--- src/rtl/rn_pkg.sv ---
package rn_pkg;
  typedef enum logic [1:0] {
    CLS_ADD   = 2'd0,
    CLS_MUL   = 2'd1,
    CLS_LOAD  = 2'd2,
    CLS_STORE = 2'd3
  } unit_cls_e;
endpackage

--- src/rtl/rn_station_pool.sv ---
module rn_station_pool #(
  parameter int N_ADD = 3,
  parameter int N_MUL = 2,
  parameter int N_LD  = 6,
  parameter int N_ST  = 3,
  localparam int NST  = N_ADD + N_MUL + N_LD + N_ST,
  localparam int TW   = $clog2(NST + 1)
) (
  input  logic           clk,
  input  logic           rst_n,
  input  logic [1:0]     req_cls,
  input  logic           alloc_en,
  input  logic           free_en,
  input  logic [TW-1:0]  free_tag,
  output logic           has_free,
  output logic [TW-1:0]  alloc_tag,
  output logic [NST-1:0] busy
);
  import rn_pkg::*;

  localparam int BASE_MUL = N_ADD;
  localparam int BASE_LD  = N_ADD + N_MUL;
  localparam int BASE_ST  = N_ADD + N_MUL + N_LD;

  logic [NST-1:0] cand;

  for (genvar i = 0; i < NST; i++) begin : g_slot
    localparam unit_cls_e SLOT_CLS = (i < BASE_MUL) ? CLS_ADD :
                                     (i < BASE_LD)  ? CLS_MUL :
                                     (i < BASE_ST)  ? CLS_LOAD : CLS_STORE;
    localparam logic [TW-1:0] SLOT_TAG = TW'(i + 1);

    assign cand[i] = !busy[i] && (req_cls == SLOT_CLS);

    // allocation of a slot takes priority over a release in the same edge
    always_ff @(posedge clk) begin
      if (!rst_n)
        busy[i] <= 1'b0;
      else if (alloc_en && alloc_tag == SLOT_TAG)
        busy[i] <= 1'b1;
      else if (free_en && free_tag == SLOT_TAG)
        busy[i] <= 1'b0;
    end
  end

  // lowest free slot of the class: scan downwards so the last hit wins
  always_comb begin
    has_free  = 1'b0;
    alloc_tag = '0;
    for (int i = NST - 1; i >= 0; i--) begin
      if (cand[i]) begin
        has_free  = 1'b1;
        alloc_tag = TW'(i + 1);
      end
    end
  end
endmodule

--- src/rtl/rn_status_table.sv ---
module rn_status_table #(
  parameter int NREG = 8,
  parameter int DW   = 16,
  parameter int TW   = 4,
  localparam int RW  = $clog2(NREG)
) (
  input  logic          clk,
  input  logic          rst_n,
  input  logic          bc_valid,
  input  logic [TW-1:0] bc_tag,
  input  logic [DW-1:0] bc_data,
  input  logic          ren_en,
  input  logic [RW-1:0] ren_reg,
  input  logic [TW-1:0] ren_tag,
  output logic [TW-1:0] stat [NREG],
  output logic [DW-1:0] val  [NREG]
);
  for (genvar r = 0; r < NREG; r++) begin : g_reg
    logic hit;
    logic renamed;

    assign hit     = bc_valid && (stat[r] != '0) && (stat[r] == bc_tag);
    assign renamed = ren_en && (ren_reg == RW'(r));

    always_ff @(posedge clk) begin
      if (!rst_n) begin
        stat[r] <= '0;
        val[r]  <= '0;
      end else begin
        if (hit) begin
          val[r]  <= bc_data;
          stat[r] <= '0;
        end
        // a rename in the same cycle overrides the clear
        if (renamed)
          stat[r] <= ren_tag;
      end
    end
  end
endmodule

--- src/rtl/rn_src_read.sv ---
module rn_src_read #(
  parameter int NREG = 8,
  parameter int DW   = 16,
  parameter int TW   = 4,
  localparam int RW  = $clog2(NREG)
) (
  input  logic [RW-1:0] sel,
  input  logic [TW-1:0] stat [NREG],
  input  logic [DW-1:0] val  [NREG],
  input  logic          bc_valid,
  input  logic [TW-1:0] bc_tag,
  input  logic [DW-1:0] bc_data,
  output logic [DW-1:0] op_val,
  output logic [TW-1:0] op_tag
);
  logic [TW-1:0] cur_tag;
  assign cur_tag = stat[sel];

  always_comb begin
    if (cur_tag == '0) begin
      op_val = val[sel];
      op_tag = '0;
    end else if (bc_valid && bc_tag == cur_tag) begin
      op_val = bc_data;
      op_tag = '0;
    end else begin
      op_val = '0;
      op_tag = cur_tag;
    end
  end
endmodule

--- src/rtl/rn_issue_stage.sv ---
module rn_issue_stage #(
  parameter int NREG  = 8,
  parameter int DW    = 16,
  parameter int N_ADD = 3,
  parameter int N_MUL = 2,
  parameter int N_LD  = 6,
  parameter int N_ST  = 3,
  localparam int NST  = N_ADD + N_MUL + N_LD + N_ST,
  localparam int TW   = $clog2(NST + 1),
  localparam int RW   = $clog2(NREG)
) (
  input  logic          clk,
  input  logic          rst_n,
  input  logic          iq_valid,
  output logic          iq_ready,
  input  logic [1:0]    iq_cls,
  input  logic [RW-1:0] iq_dst,
  input  logic          iq_dst_en,
  input  logic [RW-1:0] iq_src1,
  input  logic [RW-1:0] iq_src2,
  output logic          al_valid,
  output logic [TW-1:0] al_tag,
  output logic [1:0]    al_cls,
  output logic [DW-1:0] al_v1,
  output logic [TW-1:0] al_q1,
  output logic [DW-1:0] al_v2,
  output logic [TW-1:0] al_q2,
  input  logic          bc_valid,
  input  logic [TW-1:0] bc_tag,
  input  logic [DW-1:0] bc_data
);
  logic           has_free;
  logic           fire;
  logic [TW-1:0]  new_tag;
  logic [NST-1:0] busy;
  logic [TW-1:0]  stat [NREG];
  logic [DW-1:0]  val  [NREG];
  logic [RW-1:0]  src_sel [2];
  logic [DW-1:0]  src_v   [2];
  logic [TW-1:0]  src_q   [2];

  assign iq_ready = has_free;
  assign fire     = iq_valid && has_free;

  rn_station_pool #(
    .N_ADD(N_ADD), .N_MUL(N_MUL), .N_LD(N_LD), .N_ST(N_ST)
  ) u_pool (
    .clk      (clk),
    .rst_n    (rst_n),
    .req_cls  (iq_cls),
    .alloc_en (fire),
    .free_en  (bc_valid),
    .free_tag (bc_tag),
    .has_free (has_free),
    .alloc_tag(new_tag),
    .busy     (busy)
  );

  rn_status_table #(.NREG(NREG), .DW(DW), .TW(TW)) u_table (
    .clk     (clk),
    .rst_n   (rst_n),
    .bc_valid(bc_valid),
    .bc_tag  (bc_tag),
    .bc_data (bc_data),
    .ren_en  (fire && iq_dst_en),
    .ren_reg (iq_dst),
    .ren_tag (new_tag),
    .stat    (stat),
    .val     (val)
  );

  assign src_sel[0] = iq_src1;
  assign src_sel[1] = iq_src2;

  for (genvar s = 0; s < 2; s++) begin : g_src
    rn_src_read #(.NREG(NREG), .DW(DW), .TW(TW)) u_rd (
      .sel     (src_sel[s]),
      .stat    (stat),
      .val     (val),
      .bc_valid(bc_valid),
      .bc_tag  (bc_tag),
      .bc_data (bc_data),
      .op_val  (src_v[s]),
      .op_tag  (src_q[s])
    );
  end

  assign al_valid = fire;
  assign al_tag   = new_tag;
  assign al_cls   = iq_cls;
  assign al_v1    = src_v[0];
  assign al_q1    = src_q[0];
  assign al_v2    = src_v[1];
  assign al_q2    = src_q[1];
endmodule

--- config.mk ---
export PLATFORM = sky130hd
export DESIGN_NAME = rn_issue_stage
export DESIGN_NICKNAME = d
export VERILOG_FILES = /design/src/rtl/rn_pkg.sv /design/src/rtl/rn_station_pool.sv /design/src/rtl/rn_status_table.sv /design/src/rtl/rn_src_read.sv /design/src/rtl/rn_issue_stage.sv
export SDC_FILE = /design/constraint.sdc
export NUM_CORES = 1
export LEC_CHECK = 0
export CAP_MARGIN = 20
export CORE_MARGIN = 8
export CORE_UTILIZATION = 35
export CTS_CLUSTER_DIAMETER = 100
export CTS_CLUSTER_SIZE = 30
export DETAILED_ROUTE_END_ITERATION = 12
export GPL_TIMING_DRIVEN = 0
export PLACE_DENSITY = 0.56
export SLEW_MARGIN = 25
export SYNTH_ARGS = -nofsm -noshare
export SYNTH_HDL_FRONTEND = slang
export SYNTH_SLANG_ARGS = --single-unit
export TNS_END_PERCENT = 50
--- constraint.sdc ---
create_clock -name clk -period 9.1 [get_ports clk]
set_input_delay 1.82 -clock clk [delete_from_list [all_inputs] [get_ports clk]]
set_output_delay 1.82 -clock clk [all_outputs]
set_load 0.02 [all_outputs]
* Yosys cells after proc, flatten, opt, wreduce, memory -nomap -nowiden
Index checks and enable logic that the tools add are counted.
** Cells by class
- Bitwise gates (word level) :: 2
- Multiplexer cells :: 92
- Eq/ne operators :: 48
- Order comparisons :: 2
- Reductions and logical operators :: 118
** Operators with widths (count)
- 2-to-1 mux 4 bit :: 38
- 2-to-1 mux 16 bit :: 8
- binary-select mux 16 bit (select 3 bit) :: 2
- logical AND 1 bit :: 70
- == test 4 bit (second input constant) :: 14
- nonzero test 2 bit :: 22
- 2-to-1 mux 1 bit :: 42
- == test 4 bit :: 10
- == test 4 x 3 -> 1 bit (second input constant) :: 8
- nonzero test 4 bit :: 8
- binary-select mux 4 bit (select 3 bit) :: 2
- == test 4 x 2 -> 1 bit (second input constant) :: 4
- logical NOT 1 bit :: 14
- == test 3 bit (second input constant) :: 4
- == test 4 x 1 -> 1 bit (second input constant) :: 2
- greater-or-equal comparator 4 bit (second input constant) :: 2
- logical NOT 4 bit :: 2
- NOT 3 -> 4 bit :: 2
- == test 3 x 2 -> 1 bit (second input constant) :: 2
- == test 2 bit (second input constant) :: 2
- == test 3 x 1 -> 1 bit (second input constant) :: 1
- logical NOT 3 bit :: 1
- == test 2 x 1 -> 1 bit (second input constant) :: 1
- logical NOT 2 bit :: 1
** Storage, ports and cells
- Logic and storage cells :: 292
- Register bits :: 174
- Output and inout port bits :: 48
- Bits of input ports :: 36

* Depth between registers and ports, before layout
- Depth after elaboration :: 20
- Mapped depth :: 8
- Gate-level depth less buffers :: 6

* Cells and area by module
Synthesis repeated with hierarchy kept, for this count alone.
** Second synthesis, totals
- Cells, all modules :: 993
- Area, all modules :: 10772.8 sq um
** By module, submodules not included
- rn_status_table :: cells each 643, area an instance 6511.2 sq um, seq. area each 3203.1 sq um, times used 1
- rn_src_read :: cells each 122, area an instance 1661.6 sq um, seq. area each 0.0 sq um, times used 2
- rn_station_pool :: cells each 102, area an instance 910.9 sq um, seq. area each 280.3 sq um, times used 1
- rn_issue_stage :: cells each 4, area an instance 27.5 sq um, seq. area each 0.0 sq um, times used 1

* Least setup slack after synthesis
OpenSTA, ideal clock, no wires.
- Kind :: input port to output port
- Start point :: in iq_src2[0]
- End point :: out al_v2[4]
- Arrival :: 3.837 ns
- Buffers on the path :: 1
- Data required time :: 7.280 ns
- Cell stages on the path :: 6
- Path slack :: 3.443 ns
- Cell sequence :: mux4_1 mux2i_2 mux2i_1 clkbuf_1 nand3_1 o22ai_1
** Between the ends
- Cells in the longest elaborated chain, start to end :: 8
- Elaborated cells between the ends (all ways) :: 12
- Those cells by class :: 1 x eq/ne; 8 x mux; 1 x bitwise; 2 x reduce/logical
** Ends and longest elaborated chain
- from (decl) :: RTL line rn_issue_stage.sv:20 : input logic [RW-1:0] iq_src2,
- NOT 3 -> 4 bit (implied by the code) (*) :: RTL line rn_src_read.sv:17, rn_src_read.sv:21
- binary-select mux 4 bit (select 3 bit) :: RTL line rn_src_read.sv:17 : assign cur_tag = stat[sel];
- 2-to-1 mux 4 bit (implied by the code) (2 in a row) :: RTL line rn_src_read.sv:17
- == test 4 bit :: RTL line rn_src_read.sv:23 : end else if (bc_valid && bc_tag == cur_tag) begin
- logical AND 1 bit :: RTL line rn_src_read.sv:23
- 2-to-1 mux 16 bit :: RTL line rn_src_read.sv:23
- 2-to-1 mux 16 bit (*) :: RTL line rn_src_read.sv:20 : if (cur_tag == '0) begin
- to (decl) :: RTL line rn_issue_stage.sv:26 : output logic [DW-1:0] al_v2,
Mark *: on every way between the ends. The rest lies on a longest branch, timed or not. The select of a mux whose other input is x is not followed.

* Final worst setup path
Ends and elaborated chain as after synthesis.

==> results.yml <==
power_and_ir_drop:
  vdd_drop_max_mv: 0.08481
  p_int_w: 0.001239
  switching_share_pct: 28.90
  power.total_w: 0.001743
  p_leak_nw: 3.897
  seqPwrFrac_pct: 44.1
  switching_power_w: 0.0005036
  powerDensity_nw_per_um2: 142.1
  power.share.clock_pct: 44.5
  p_comb_share_pct: 11.4
die:
  dieWidth_um: 189.7
  die_area_um2: 35980
  ioPinCount: 84
  rows: 63
  coreArea_um2: 29640
  start_util_pct: 35.62
  dieHeight_um: 189.7
place:
  hpwl_um: 25490
  portBuffers: 59
  gp_congestion: 0.8557
setup_path:
  worstPathRequired_ns: 7.28
  setup.worst_path.end_class: "output port"
  crit_path_start_kind: "primary input"
  crit_arrival_ns: 6.13
  r2r_cells: 5
  path_max_fanout: 10
  timing.setup.critical_path_class: "primary input to output port"
timing:
  tightestPinTransition_ns: 1.048
  final_max_slew_viol_count: 0
  hold_viol_final: 0
  slew_headroom_pct: 30.11
  fmax_mhz: 125.8
  post-route-period-util_pct: 87.35
  period_needed_ns: 7.949
  finClkSkew_ns: 0.01572
  rsz0062_at_grt: "false"
  setup_viol: 0
  finalSetupTns_ns: 0
synth:
  synth_area_per_cell_um2: 10.34
  ys_warn_count: 0
  postSynthNetCount: 1057
  synth_edf_count: 0
  synth_largest_area_cell: "dfxtp_1"
  synth_commonest_cells: "dfxtp_1, mux2i_1, nor2_1, mux4_2, a21oi_1"
  synthTopCellsByArea: "dfxtp_1, mux4_2, mux2i_1, nor2_1, a21oi_1"
  syn_area_um2: 10560
  yosys_register_bits: 174
  synth_most_common_cell: "dfxtp_1"
  ys_types: 63
  synthArstFlopShare_pct: 0
  ys_seq_area_share_pct: 32.99
  synth.top_cell.area_share_pct: 32.99
  yosys_most_used_dff: "dfxtp_1"
  syn_inst: 1021
grt:
  grt_start_max_net_pins: 19
  grt_first_pass_wirelength_um: 54470
  antenna_found_initial: 0
  grt.total_usage_pct: 19.69
  grt_overflow: 0
  grt_pass1_vias: 8834
detailed_routing:
  dr.first_iter.drc_count: 740
  wl_met1_um: 15860
  routedWlPerCell_um: 23.63
  finalWirelength_um: 35490
  vias: 8792
  maxUsedRoutingLayer: "met4"
  route.met2.wl_um: 16370
  drc_errors: 0
  drtPass1Iterations: 5
  vias_per_cell: 5.854
  antenna_left: 0
  wl_met3_um: 2203
cells_and_area:
  layout-drive-gt1-share_pct: 18.35
  multi_input_area_um2: 6575
  area.sequential_um2: 3483
  antenna_cells: 0
  fin_util_pct: 41.38
  fillers: 2921
  nets: 1135
  syn_to_final_growth_pct: 16.17
clock_tree:
  clk_latency_ns: 0.44
  clkSlewWorstSetupHoldPaths_ns: 0.08
  clock_tree.root_cell: "clkbuf_16"
  cts_inserted_buffers: 17
  cts_setup_buffers: 0
  h-tree-depth: 4
  numClockSinks: 174
  cts_hold_buffers: 0
  clockBufferDepth: 2
  cts_tree: "yes"
  post_cts_resized: 0
job:
  max-cap-violations: 0
worst_hold_path:
  min_path_type: "register to register"
  holdPathStages: 2
run_status:
  status: "finished clean"
-- cells by family (layout without fill, tap and decap cells) --
family                    count (synthesis)  in the layout  synth area share [%]
and+or+nand+nor                         310            310                 14.07
muxes                                   250            250                 34.11
DFF                                     174            174                 32.99
AOI/OAI and AO/OA                       150            150                 10.96
buffers and inverters                   106            197                 4.800
xor gates and xnor gates                 31             31                 3.069
-- placed cells by master, fill, tap and decap left out, types with 4 or more instances in the layout --
| master | n |
|---|---|
| dfxtp_1 | 174 |
| mux2i_1 | 148 |
| nor2_1 | 142 |
| mux4_2 | 78 |
| clkdlybuf4s50_1 | 59 |
| a21oi_1 | 51 |
| clkbuf_1 | 46 |
| nand2_1 | 40 |
| nand3_1 | 37 |
| buf_2 | 36 |
| nand3b_1 | 26 |
| xnor2_1 | 24 |
| clkbuf_16 | 17 |
| nor3_1 | 16 |
| mux2_2 | 16 |
| a32o_1 | 16 |
| o211ai_1 | 14 |
| o31ai_1 | 12 |
| nand4_1 | 10 |
| o22ai_2 | 10 |
| or3_1 | 9 |
| or3b_1 | 8 |
| nand2b_1 | 8 |
| buf_1 | 7 |
| o21ai_0 | 7 |
| buf_6 | 7 |
| o311ai_0 | 6 |
| o22ai_1 | 6 |
| inv_1 | 5 |
| a31oi_1 | 5 |
| a2111oi_2 | 4 |
| mux2i_4 | 4 |
| and2_1 | 4 |
| nor2b_1 | 4 |
| inv_8 | 4 |
| inv_6 | 4 |
-- stage by stage --
stage | setup slack [ns] | hold WS [ns] | std cells | area [µm²]
6_report | 1.151 | 0.5189 | 1502 | 12260
5_1_grt | 1.118 | 0.5405 | 1502 | 12260
4_1_cts | 1.194 | 0.5198 | 1502 | 12260
3_5_place_dp | 1.269 | 0.5013 | 1470 | 11640
3_3_place_gp | 1.193 | 0.4865 | 1470 | 11640
2_1_floorplan | 3.443 | 0.4720 | 1021 | 10560
-- routing by layer --
| layer | vias to the layer above | track usage, % |
|---|---|---|
| li1 | 3979 | - |
| met5 | - | 0 |
| met3 | 55 | 3.643 |
| met1 | 4404 | 26.09 |
| met2 | 354 | 31.22 |
| met4 | 0 | 8.148 |
-- sequential cells by signal, indices dropped and copies added (netlist names) --
register,flops
u_table.val,128
u_table.stat,32
u_pool.busy,14
-- power groups by stage --
stage	logic (W)	registers, W	clock network, W
3_5_place_dp	0.000197	0.000786	0
5_1_grt	0.000211	0.000769	0.000818
4_1_cts	0.000198	0.000768	0.000782
6_report	0.000199	0.000768	0.000775
3_3_place_gp	0.000197	0.000786	0
2_1_floorplan	0.000127	0.000784	0
-- final timing paths --
check                   from                to  slack [ns]
min          u_table.val[14]   u_table.val[14]        0.52
min reg2reg  u_table.val[14]   u_table.val[14]        0.52
max reg2reg   u_pool.busy[1]  u_table.stat[25]        6.59
max               iq_src2[0]          al_v2[4]        1.15
-- critical path: stages --
cell and delay (ns):
clkdlybuf4s50_1 0.64, mux4_1 0.62, mux2i_2 0.38, mux2i_1 0.85
clkbuf_1 0.60, nand3_1 0.17, o22ai_1 0.35, clkdlybuf4s50_1 0.69
-- layout make-up --
class / count / share of cell area, %
sequential: 174 / 28.40
multi-input combinational: 741 / 53.61
clock inverter: 13 / 1.367
clock buffer: 19 / 3.693
buffer: 99 / 3.918
inverter: 7 / 0.2142
tap: 390 / 3.979
timing repair buffer: 59 / 4.815
Note: power is estimated with default switching activity, not from simulation.
